**src/rtl/vfd_scan_pkg.sv**
```systemverilog
package vfd_scan_pkg;

  localparam int ONCHIP_GRIDS = 24;
  localparam int MAX_GRIDS    = 40;
  localparam int EXT_GRIDS    = MAX_GRIDS - ONCHIP_GRIDS;
  localparam int IDX_W        = $clog2(MAX_GRIDS);

  typedef enum logic [1:0] {
    DUTY_16 = 2'b00,
    DUTY_20 = 2'b01,
    DUTY_24 = 2'b10,
    DUTY_40 = 2'b11
  } duty_e;

  // strobes from the sequencer to the output stage
  typedef struct packed {
    logic lit;    // slot is in its lit part
    logic latch;  // latch pulse for the external driver
    logic sClk;   // serial shift clock level
    logic sData;  // serial data level
    logic extOn;  // external grids may be enabled
  } scan_strobe_t;

  function automatic logic [IDX_W-1:0] gridCount(duty_e d);
    case (d)
      DUTY_16: gridCount = IDX_W'(16);
      DUTY_20: gridCount = IDX_W'(20);
      DUTY_24: gridCount = IDX_W'(24);
      default: gridCount = IDX_W'(MAX_GRIDS);
    endcase
  endfunction

endpackage

```
**src/rtl/vfd_scan_ctrl.sv**
```systemverilog
module vfd_scan_ctrl
  import vfd_scan_pkg::*;
#(
  parameter int SLOT_CYCLES  = 40,
  parameter int BLANK_CYCLES = 4
) (
  input  logic             clk,
  input  logic             rst_n,
  input  logic [1:0]       dutySel,
  output scan_strobe_t     strobe,
  output logic [IDX_W-1:0] gridIdx
);

  localparam int PH_W         = $clog2(SLOT_CYCLES);
  localparam int LIT_CYCLES   = SLOT_CYCLES - BLANK_CYCLES;
  localparam int SHIFT_CYCLES = 2 * EXT_GRIDS;

  logic [PH_W-1:0]  phase;
  logic [IDX_W-1:0] grid;
  duty_e            code;
  logic             prev40;

  logic             slotEnd;
  logic             lastGrid;
  logic [IDX_W-1:0] nextGrid;
  logic [IDX_W-1:0] extPos;
  logic             inShift;

  assign slotEnd  = (phase == PH_W'(SLOT_CYCLES - 1));
  assign lastGrid = (grid == gridCount(code) - IDX_W'(1));
  assign nextGrid = lastGrid ? '0 : grid + IDX_W'(1);
  assign inShift  = (code == DUTY_40) && (phase < PH_W'(SHIFT_CYCLES));
  assign extPos   = IDX_W'(EXT_GRIDS - 1) - IDX_W'(phase >> 1);

  always_ff @(posedge clk) begin
    if (!rst_n) begin
      phase  <= '0;
      grid   <= '0;
      code   <= duty_e'(dutySel);
      prev40 <= 1'b0;
    end else if (slotEnd) begin
      phase  <= '0;
      prev40 <= (code == DUTY_40);
      if (lastGrid) begin
        grid <= '0;
        code <= duty_e'(dutySel);  // duty only changes at a frame edge
      end else begin
        grid <= grid + IDX_W'(1);
      end
    end else begin
      phase <= phase + PH_W'(1);
    end
  end

  always_comb begin
    strobe.lit   = (phase < PH_W'(LIT_CYCLES));
    strobe.latch = (phase == '0) && prev40;
    strobe.sClk  = inShift && phase[0];
    strobe.sData = inShift && (nextGrid >= IDX_W'(ONCHIP_GRIDS))
                   && ((nextGrid - IDX_W'(ONCHIP_GRIDS)) == extPos);
    strobe.extOn = (code == DUTY_40) && strobe.lit;
  end

  assign gridIdx = grid;

  // index never reaches the selected grid count
  a_r1_idx_bound: assert property (@(posedge clk) disable iff (!rst_n)
    grid < gridCount(code));

  // duty register moves only when a new frame begins
  a_r5_duty_at_frame: assert property (@(posedge clk) disable iff (!rst_n)
    (code != $past(code)) |-> (grid == '0 && phase == '0));

  // index is steady inside a slot
  a_r2_idx_steady: assert property (@(posedge clk) disable iff (!rst_n)
    (phase != '0) |-> (grid == $past(grid)));

endmodule

```
**src/rtl/vfd_scan_dp.sv**
```systemverilog
module vfd_scan_dp
  import vfd_scan_pkg::*;
(
  input  logic                    clk,
  input  logic                    rst_n,
  input  scan_strobe_t            strobe,
  input  logic [IDX_W-1:0]        gridIdxIn,
  output logic [ONCHIP_GRIDS-1:0] gridOut,
  output logic [IDX_W-1:0]        gridIdx,
  output logic                    extData,
  output logic                    extClk,
  output logic                    extLatch,
  output logic                    extClearN
);

  logic [ONCHIP_GRIDS-1:0] litNext;
  logic                    armedQ;
  logic                    armedNext;

  for (genvar i = 0; i < ONCHIP_GRIDS; i++) begin : g_grid
    assign litNext[i] = strobe.lit && (gridIdxIn == IDX_W'(i));
  end

  assign armedNext = armedQ || strobe.latch;

  always_ff @(posedge clk) begin
    if (!rst_n) begin
      gridOut   <= '0;
      gridIdx   <= '0;
      extData   <= 1'b0;
      extClk    <= 1'b0;
      extLatch  <= 1'b0;
      extClearN <= 1'b0;
      armedQ    <= 1'b0;
    end else begin
      gridOut   <= litNext;
      gridIdx   <= gridIdxIn;
      extData   <= strobe.sData;
      extClk    <= strobe.sClk;
      extLatch  <= strobe.latch;
      extClearN <= armedNext && strobe.extOn;
      armedQ    <= armedNext;
    end
  end

  // never more than one on-chip grid
  a_r3_single_grid: assert property (@(posedge clk) disable iff (!rst_n)
    $onehot0(gridOut));

  // on-chip grids dark for external slots
  a_r4_ext_slot_dark: assert property (@(posedge clk) disable iff (!rst_n)
    (gridOut != '0) |-> (gridIdx < IDX_W'(ONCHIP_GRIDS)));

  // latch enable is a single-clock pulse
  a_r8_latch_pulse: assert property (@(posedge clk) disable iff (!rst_n)
    extLatch |=> !extLatch);

  // no shift edge coincides with the latch pulse
  a_r7_clk_clear_of_latch: assert property (@(posedge clk) disable iff (!rst_n)
    extLatch |-> !extClk);

  // clear only releases once a pattern has been latched
  a_r9_clear_after_latch: assert property (@(posedge clk) disable iff (!rst_n)
    $rose(extClearN) |-> armedQ);

endmodule

```
**src/rtl/vfd_grid_scan.sv**
```systemverilog
module vfd_grid_scan
  import vfd_scan_pkg::*;
#(
  parameter int SLOT_CYCLES  = 40,
  parameter int BLANK_CYCLES = 4
) (
  input  logic                    clk,
  input  logic                    rst_n,
  input  logic [1:0]              dutySel,
  output logic [ONCHIP_GRIDS-1:0] gridOut,
  output logic [IDX_W-1:0]        gridIdx,
  output logic                    extData,
  output logic                    extClk,
  output logic                    extLatch,
  output logic                    extClearN
);

  scan_strobe_t     strobe;
  logic [IDX_W-1:0] ctrlIdx;

  vfd_scan_ctrl #(
    .SLOT_CYCLES (SLOT_CYCLES),
    .BLANK_CYCLES(BLANK_CYCLES)
  ) u_ctrl (
    .clk    (clk),
    .rst_n  (rst_n),
    .dutySel(dutySel),
    .strobe (strobe),
    .gridIdx(ctrlIdx)
  );

  vfd_scan_dp u_dp (
    .clk      (clk),
    .rst_n    (rst_n),
    .strobe   (strobe),
    .gridIdxIn(ctrlIdx),
    .gridOut  (gridOut),
    .gridIdx  (gridIdx),
    .extData  (extData),
    .extClk   (extClk),
    .extLatch (extLatch),
    .extClearN(extClearN)
  );

endmodule

```
**config.mk**
```make
export PLATFORM = sky130hd
export DESIGN_NAME = vfd_grid_scan
export DESIGN_NICKNAME = d
export VERILOG_FILES = /design/src/rtl/vfd_scan_pkg.sv /design/src/rtl/vfd_scan_ctrl.sv /design/src/rtl/vfd_scan_dp.sv /design/src/rtl/vfd_grid_scan.sv
export SDC_FILE = /design/constraint.sdc
export NUM_CORES = 1
export LEC_CHECK = 0
export CAP_MARGIN = 5
export CORE_MARGIN = 10
export CORE_UTILIZATION = 37
export CTS_CLUSTER_DIAMETER = 80
export DETAILED_ROUTE_END_ITERATION = 10
export DONT_BUFFER_PORTS = 1
export PLACE_DENSITY = 0.61
export SLEW_MARGIN = 15
export SYNTH_ARGS = -nofsm -noshare
export SYNTH_HDL_FRONTEND = slang
export SYNTH_SLANG_ARGS = --single-unit
```
**constraint.sdc**
```tcl
create_clock -name clk -period 6.3 [get_ports clk]
set_input_delay 0.63 -clock clk [delete_from_list [all_inputs] [get_ports clk]]
set_output_delay 0.63 -clock clk [all_outputs]
set_load 0.01 [all_outputs]
```
# == After elaboration in Yosys (flattened, before gate mapping) ==
# Index checks and enable logic that the tools add are counted.
# op_classes
n_mux,5
bitwise_logic,1
eq_ne,31
multipliers,0
div_mod_pow,0
n_lt_le_gt_ge,3
shift,0
n_addsub,5
reduce_logical,37
# ops
op,count
"6-bit by 4-bit equality test with 1-bit output, second input constant",8
"6-bit by 5-bit equality test with 1-bit output, second input constant",8
1-bit logical AND,31
"6-bit by 3-bit equality test with 1-bit output, second input constant",4
6-bit case mux with 3 select lines,1
"6-bit by 1-bit adder with 6-bit output, second input constant",2
"6-bit by 2-bit equality test with 1-bit output, second input constant",2
6-bit equality test,2
6-bit zero test,2
"6-bit < comparator, second input constant",2
"6-bit by 1-bit equality test with 1-bit output, second input constant",1
"6-bit equality test, second input constant",1
"6-bit by 5-bit >= comparator with 1-bit output, second input constant",1
2-bit 2-to-1 mux,3
6-bit 2-to-1 mux,1
"4-bit by 5-bit subtractor with 6-bit output, first input constant",1
"6-bit by 1-bit subtractor with 6-bit output, second input constant",1
"6-bit by 5-bit subtractor with 6-bit output, second input constant",1
"2-bit equality test, second input constant",2
"2-bit by 1-bit inequality test with 1-bit output, second input constant",2
"2-bit by 1-bit equality test with 1-bit output, second input constant",1
2-bit zero test,1
2-bit AND reduction,1
2-bit OR reduction,1
2 further kinds,2
# totals
n_memories,0
romBits,0
ramBits,0
register_bits,50
latchBits,0

# == Longest topological paths before layout ==
# logic_depth
ltp_word,8
ltp_mapped,11
depth_no_buf,10

# == By module ==
# Synthesis repeated with hierarchy kept, for this count alone.
# unflattened
cells_unflattened,215
area_unflattened_um2,2103.3
# by_module_without_submodules
module,cells_per_inst,area_per_inst_um2,instances,seq_area_each_um2
vfd_scan_ctrl,128,1054.8,1,320.3
vfd_scan_dp,87,1048.5,1,700.7

# == Least setup slack after synthesis ==
# No wires, ideal clock.
# synth_timing
kind,flip-flop to flip-flop
startpoint,register u_ctrl.code[0]
endpoint,register u_dp.extData
path_slack_ps,3976
setup_ps,79
required_ps,6221
t_arrival_ps,2244
period_less_slack_ps,2324
path_stages_with_launch,10
cell_sequence,edfxtp_1 > ha_1 > xor2_1 > nor3_1 > and3_1 > buf_2 > nor2_1 > ha_1 > or3_1 > a211oi_2
# synth_via
elab_chain_len,8
elab_cells_between_ends,14
# synth_lines
item,line_no,rtl
"start, declared",vfd_scan_ctrl.sv:20,duty_e code;
"start signal, assigned",vfd_scan_ctrl.sv:39,code <= duty_e'(dutySel);
"start signal, assigned",vfd_scan_ctrl.sv:46,code <= duty_e'(dutySel);
"2-bit equality test, or another cell as far along",vfd_scan_pkg.sv:25,case (d)
6-bit case mux with 3 select lines (*),vfd_scan_pkg.sv:25,
6-bit by 1-bit subtractor with 6-bit output (*),vfd_scan_ctrl.sv:30,assign lastGrid = (grid == gridCount(code) - IDX_W'(1));
6-bit equality test (*),vfd_scan_ctrl.sv:30,
6-bit 2-to-1 mux (*),vfd_scan_ctrl.sv:31,assign nextGrid = lastGrid ? '0 : grid + IDX_W'(1);
named net u_ctrl.nextGrid[3],vfd_scan_ctrl.sv:25,logic [IDX_W-1:0] nextGrid;
6-bit by 5-bit subtractor with 6-bit output or 6-bit by 5-bit >= comparator with 1-bit output (tied branches),"vfd_scan_ctrl.sv:60, vfd_scan_ctrl.sv:59",
6-bit equality test or 1-bit logical AND (tied branches),"vfd_scan_ctrl.sv:60, vfd_scan_ctrl.sv:59",
1-bit logical AND (*),vfd_scan_ctrl.sv:60,&& ((nextGrid - IDX_W'(ONCHIP_GRIDS)) == extPos);
"end signal, assigned",vfd_scan_dp.sv:38,extData <= strobe.sData;
"end, declared",vfd_scan_dp.sv:10,"output logic extData,"
# Mark *: on every way through the listed nets, which the timed path passes. The rest lies on a longest branch.
# A chain may end at the register's enable or synchronous reset.

# == Worst setup path after layout ==
# layout_timing
startpoint,register u_ctrl.grid[3] (netlist: u_ctrl.gridIdx[3])
endpoint,register u_dp.extData
# layout_via
elab_chain_len,5
elab_cells_between_ends,8
# layout_lines
item,line_no,rtl
"start, declared",vfd_scan_ctrl.sv:19,logic [IDX_W-1:0] grid;
"start signal, assigned",vfd_scan_ctrl.sv:48,grid <= grid + IDX_W'(1);
6-bit by 1-bit adder with 6-bit output or 6-bit equality test (tied branches),"vfd_scan_ctrl.sv:31, vfd_scan_ctrl.sv:30",
6-bit 2-to-1 mux (*),vfd_scan_ctrl.sv:31,
named net u_ctrl.nextGrid[3],vfd_scan_ctrl.sv:25,
6-bit by 5-bit subtractor with 6-bit output or 6-bit by 5-bit >= comparator with 1-bit output (tied branches),"vfd_scan_ctrl.sv:60, vfd_scan_ctrl.sv:59",
6-bit equality test or 1-bit logical AND (tied branches),"vfd_scan_ctrl.sv:60, vfd_scan_ctrl.sv:59",
1-bit logical AND (*),vfd_scan_ctrl.sv:60,
# Marks and branches as above.

==> flow_metrics.py <==
metrics = {
    "sta": {
        "drv_slew": 0,
        "final.min_clock_period_ns": 2.66,
        "worstMarginPinSlew_ns": 0.609,
        "hold_viol_final": 0,
        "setup-tns-final_ns": 0,
        "rsz0062_at_grt": "no",
        "fin_skew_ns": 0.00397,
        "setup_viol": 0,
        "min_period_over_period": 0.422,
        "max_freq_mhz": 376,
        "hold_slack_ns": 0.418,
        "slew_headroom": 0.593,
    },
    "logic_synthesis": {
        "ys_seq_elements": 50,
        "synth-seq-area-share": 0.488,
        "synth_top_area_cell": "dfxtp_1",
        "synthTopCellsByArea": "dfxtp_1 (46%), ha_1 (6.6%), nor3_1 (3.3%), and2_1 (3.3%), xnor2_1 (2.9%)",
        "synth_cells": 214,
        "yosysTopAreaCellShare": 0.459,
        "yosysWarnings": 0,
        "syn_nets": 229,
        "syn-cell-area_um2": 2090,
        "synth_cell_types": 39,
        "syn-mean-instance-area_um2": 9.78,
    },
    "clock_tree": {
        "cts_tree": "built",
        "numCtsBuffers": 5,
        "htreeDepth": 2,
        "cts.path.max_buffers": 2,
        "insertion_delay_ns": 0.30,
        "numClockSinks": 50,
        "clk_pin_slew_worst_paths_ns": 0.09,
        "cts_root_buf": "clkbuf_8",
        "ctsResizeCount": 0,
        "postCtsSetupRepairBufs": 0,
        "postCtsHoldBufs": 0,
    },
    "critical_path": {
        "cp_num_cells": 8,
        "path_cells": "xor2_1 -> nor3_1 -> and3_1 -> nor2_1 -> ha_1 -> xnor2_1 -> or3_1 -> a211oi_2",
        "critical_path_class": "flip-flop to flip-flop",
        "crit_family": "simple AND/OR/NAND/NOR gates",
        "worstPathMaxFanout": 17,
        "startpoint_type": "flip-flop",
        "r2r_cells": 8,
        "r2r-start": "u_ctrl.gridIdx[3]",
        "crit_arrival_ns": 2.89,
        "regToRegSetupSlack_ns": 3.64,
        "crit_path_top_delay_cell": "dfxtp_1",
        "cpPeakStageDelay_ns": 0.70,
        "critPathBufInv": 0,
        "worstPathRequired_ns": 6.53,
        "setup.worst_path.end_class": "flip-flop",
        "r2r_end": "u_dp.extData",
    },
    "detailed_routing": {
        "drtIter0Drc": 68,
        "wl_mm": 4.14,
        "postRouteAntennaNets": 0,
        "post_drt_wl_per_cell_um": 14.9,
        "via_per_inst": 4.97,
        "drc_errors": 0,
        "num_vias": 1383,
        "first_pass_iters": 4,
    },
    "grt": {
        "grt_pass1_wl_mm": 6.82,
        "grt_start_max_net_pins": 23,
        "overflow": 0,
        "grt_pass1_vias": 1341,
        "grtUsageTotal": 0.0941,
        "antenna_found_initial": 0,
    },
    "cells_and_area": {
        "layout_common_cells": "dfxtp_1 (48), nor2_1 (16), nor3_1 (14)",
        "area_delta_synth_final_pct": 6.04,
        "fin_nets": 220,
        "final_util": 0.403,
        "stdcell_count": 278,
        "layout_commonest_cell": "dfxtp_1",
        "drive_gt1_frac": 0.0680,
        "n_antenna_cell": 0,
    },
    "power_and_ir_drop": {
        "cellLeakagePower_nw": 0.874,
        "seqPwrFrac": 0.561,
        "switching_share": 0.207,
        "peakVddDrop_v": 0.000103,
        "clkPwrFrac": 0.415,
        "p_sw_mw": 0.120,
        "power_density_nw_per_um2": 261,
        "internal_power_mw": 0.458,
        "p_total_mw": 0.578,
        "comb_power_share": 0.024,
    },
    "placed_design": {
        "dp_hpwl_mm": 2.96,
        "port_buffers": 0,
        "dp.cells": 270,
        "gp_congestion": 0.784,
    },
    "hold_path": {
        "min_from": "dutySel[1]",
        "hold_path.class": "input port to flip-flop",
        "hold_path_end": "u_ctrl.code[1]",
        "hold_depth": 0,
    },
    "die": {
        "coreArea_um2": 5510,
        "die-width_um": 95.2,
        "die_h_um": 95.2,
        "row_count": 27,
        "io_pins": 38,
        "die_area_um2": 9060,
        "initial_utilization": 0.380,
    },
    "run_status": {
        "status": "complete, no violations",
    },
    "job": {
        "cap_viol_max_count": 0,
    },
}
[how the worst max path moves through the flow]
| stage | from | end | slack (ns) |
|---|---|---|---|
| after global routing | u_ctrl.gridIdx[3] | u_dp.extData | 3.45 |
| after global placement | u_ctrl.gridIdx[3] | u_dp.extData | 3.80 |
| after CTS | u_ctrl.gridIdx[3] | u_dp.extData | 3.65 |
| after floorplan | u_ctrl.code[0] | u_dp.extData | 3.98 |
| final | u_ctrl.gridIdx[3] | u_dp.extData | 3.64 |
| after detailed placement | u_ctrl.gridIdx[3] | u_dp.extData | 3.71 |
[power by group through the flow]
stage | registers (mW) | clock network [mW] | logic [mW]
2_1_floorplan | 0.330 | 0 | 0.0144
3_3_place_gp | 0.332 | 0 | 0.0141
3_5_place_dp | 0.332 | 0 | 0.0141
4_1_cts | 0.324 | 0.245 | 0.0142
5_1_grt | 0.325 | 0.256 | 0.0159
6_report | 0.325 | 0.240 | 0.0140
[synthesized netlist by cell type]
| cell | count |
|---|---|
| nor2_1 | 16 |
| nor4_1 | 4 |
| edfxtp_1 | 2 |
| inv_1 | 11 |
| nand4_1 | 2 |
| a211oi_1 | 1 |
| a21boi_1 | 2 |
| a21oi_1 | 6 |
| and3_1 | 6 |
| nor3b_1 | 2 |
| or3_1 | 3 |
| a32oi_1 | 1 |
| buf_4 | 4 |
| xnor2_4 | 1 |
| nand2_1 | 6 |
| a32oi_2 | 1 |
| o21a_1 | 1 |
| nand3_2 | 1 |
| o2bb2ai_1 | 1 |
| nand2_4 | 1 |
| nand3_1 | 7 |
| nand4bb_1 | 1 |
| buf_6 | 1 |
| buf_2 | 2 |
| dfxtp_1 | 48 |
| a211oi_2 | 1 |
| and2_1 | 11 |
| clkbuf_1 | 9 |
| and2_2 | 1 |
| ha_1 | 11 |
| o21ai_0 | 7 |
| nor3_1 | 14 |
| nand4b_1 | 3 |
| mux2i_1 | 2 |
| nand2b_1 | 1 |
| xnor2_1 | 7 |
| o31ai_1 | 1 |
| nor2b_1 | 8 |
| xor2_1 | 7 |
[sequential cells by signal, summed over array words and instances (netlist names)]
| name | flops |
|---|---|
| u_dp.extClk | 1 |
| u_dp.gridOut | 24 |
| u_ctrl.gridIdx | 6 |
| u_dp.armedQ | 1 |
| u_ctrl.code | 2 |
| u_dp.extClearN | 1 |
| u_dp.extData | 1 |
| u_ctrl.prev40 | 1 |
| u_dp.extLatch | 1 |
| u_ctrl.phase | 6 |
| u_dp.gridIdx | 6 |
[metal layers]
layer,up-vias,wire length (um),share of wire,GRT usage
met4,0,74,0.018,0.0411
met5,-,0,0,0
met1,656,1860,0.45,0.114
li1,695,-,-,-
met3,6,199,0.048,0.0244
met2,26,2010,0.48,0.154
[per-stage QoR]
step	area (um^2)	worst slack [ns]
6_report	2220	3.64
5_1_grt	2220	3.45
4_1_cts	2220	3.65
3_5_place_dp	2100	3.71
3_3_place_gp	2100	3.80
2_1_floorplan	2090	3.98
[area by class of cell]
type,instances,area (um^2)
Sequential cell,50,1020
Tap cell,72,90.1
Fill cell,532,3290
Clock inverter,2,38.8
Clock buffer,6,82.6
Multi-Input combinational cell,137,945
Inverter,11,41.3
[cells by family (layout without fill, tap and decap cells)]
logic type	count (synthesis)	count (layout)	synth area share
xor+xnor	15	15	0.0718
fa+ha+maj	11	11	0.0658
compound gates	22	22	0.0712
simple gates	87	87	0.233
flops	50	50	0.488
mux	2	2	0.00957
buf+inv	27	19	0.0604
(Power assumes the default switching activity.)
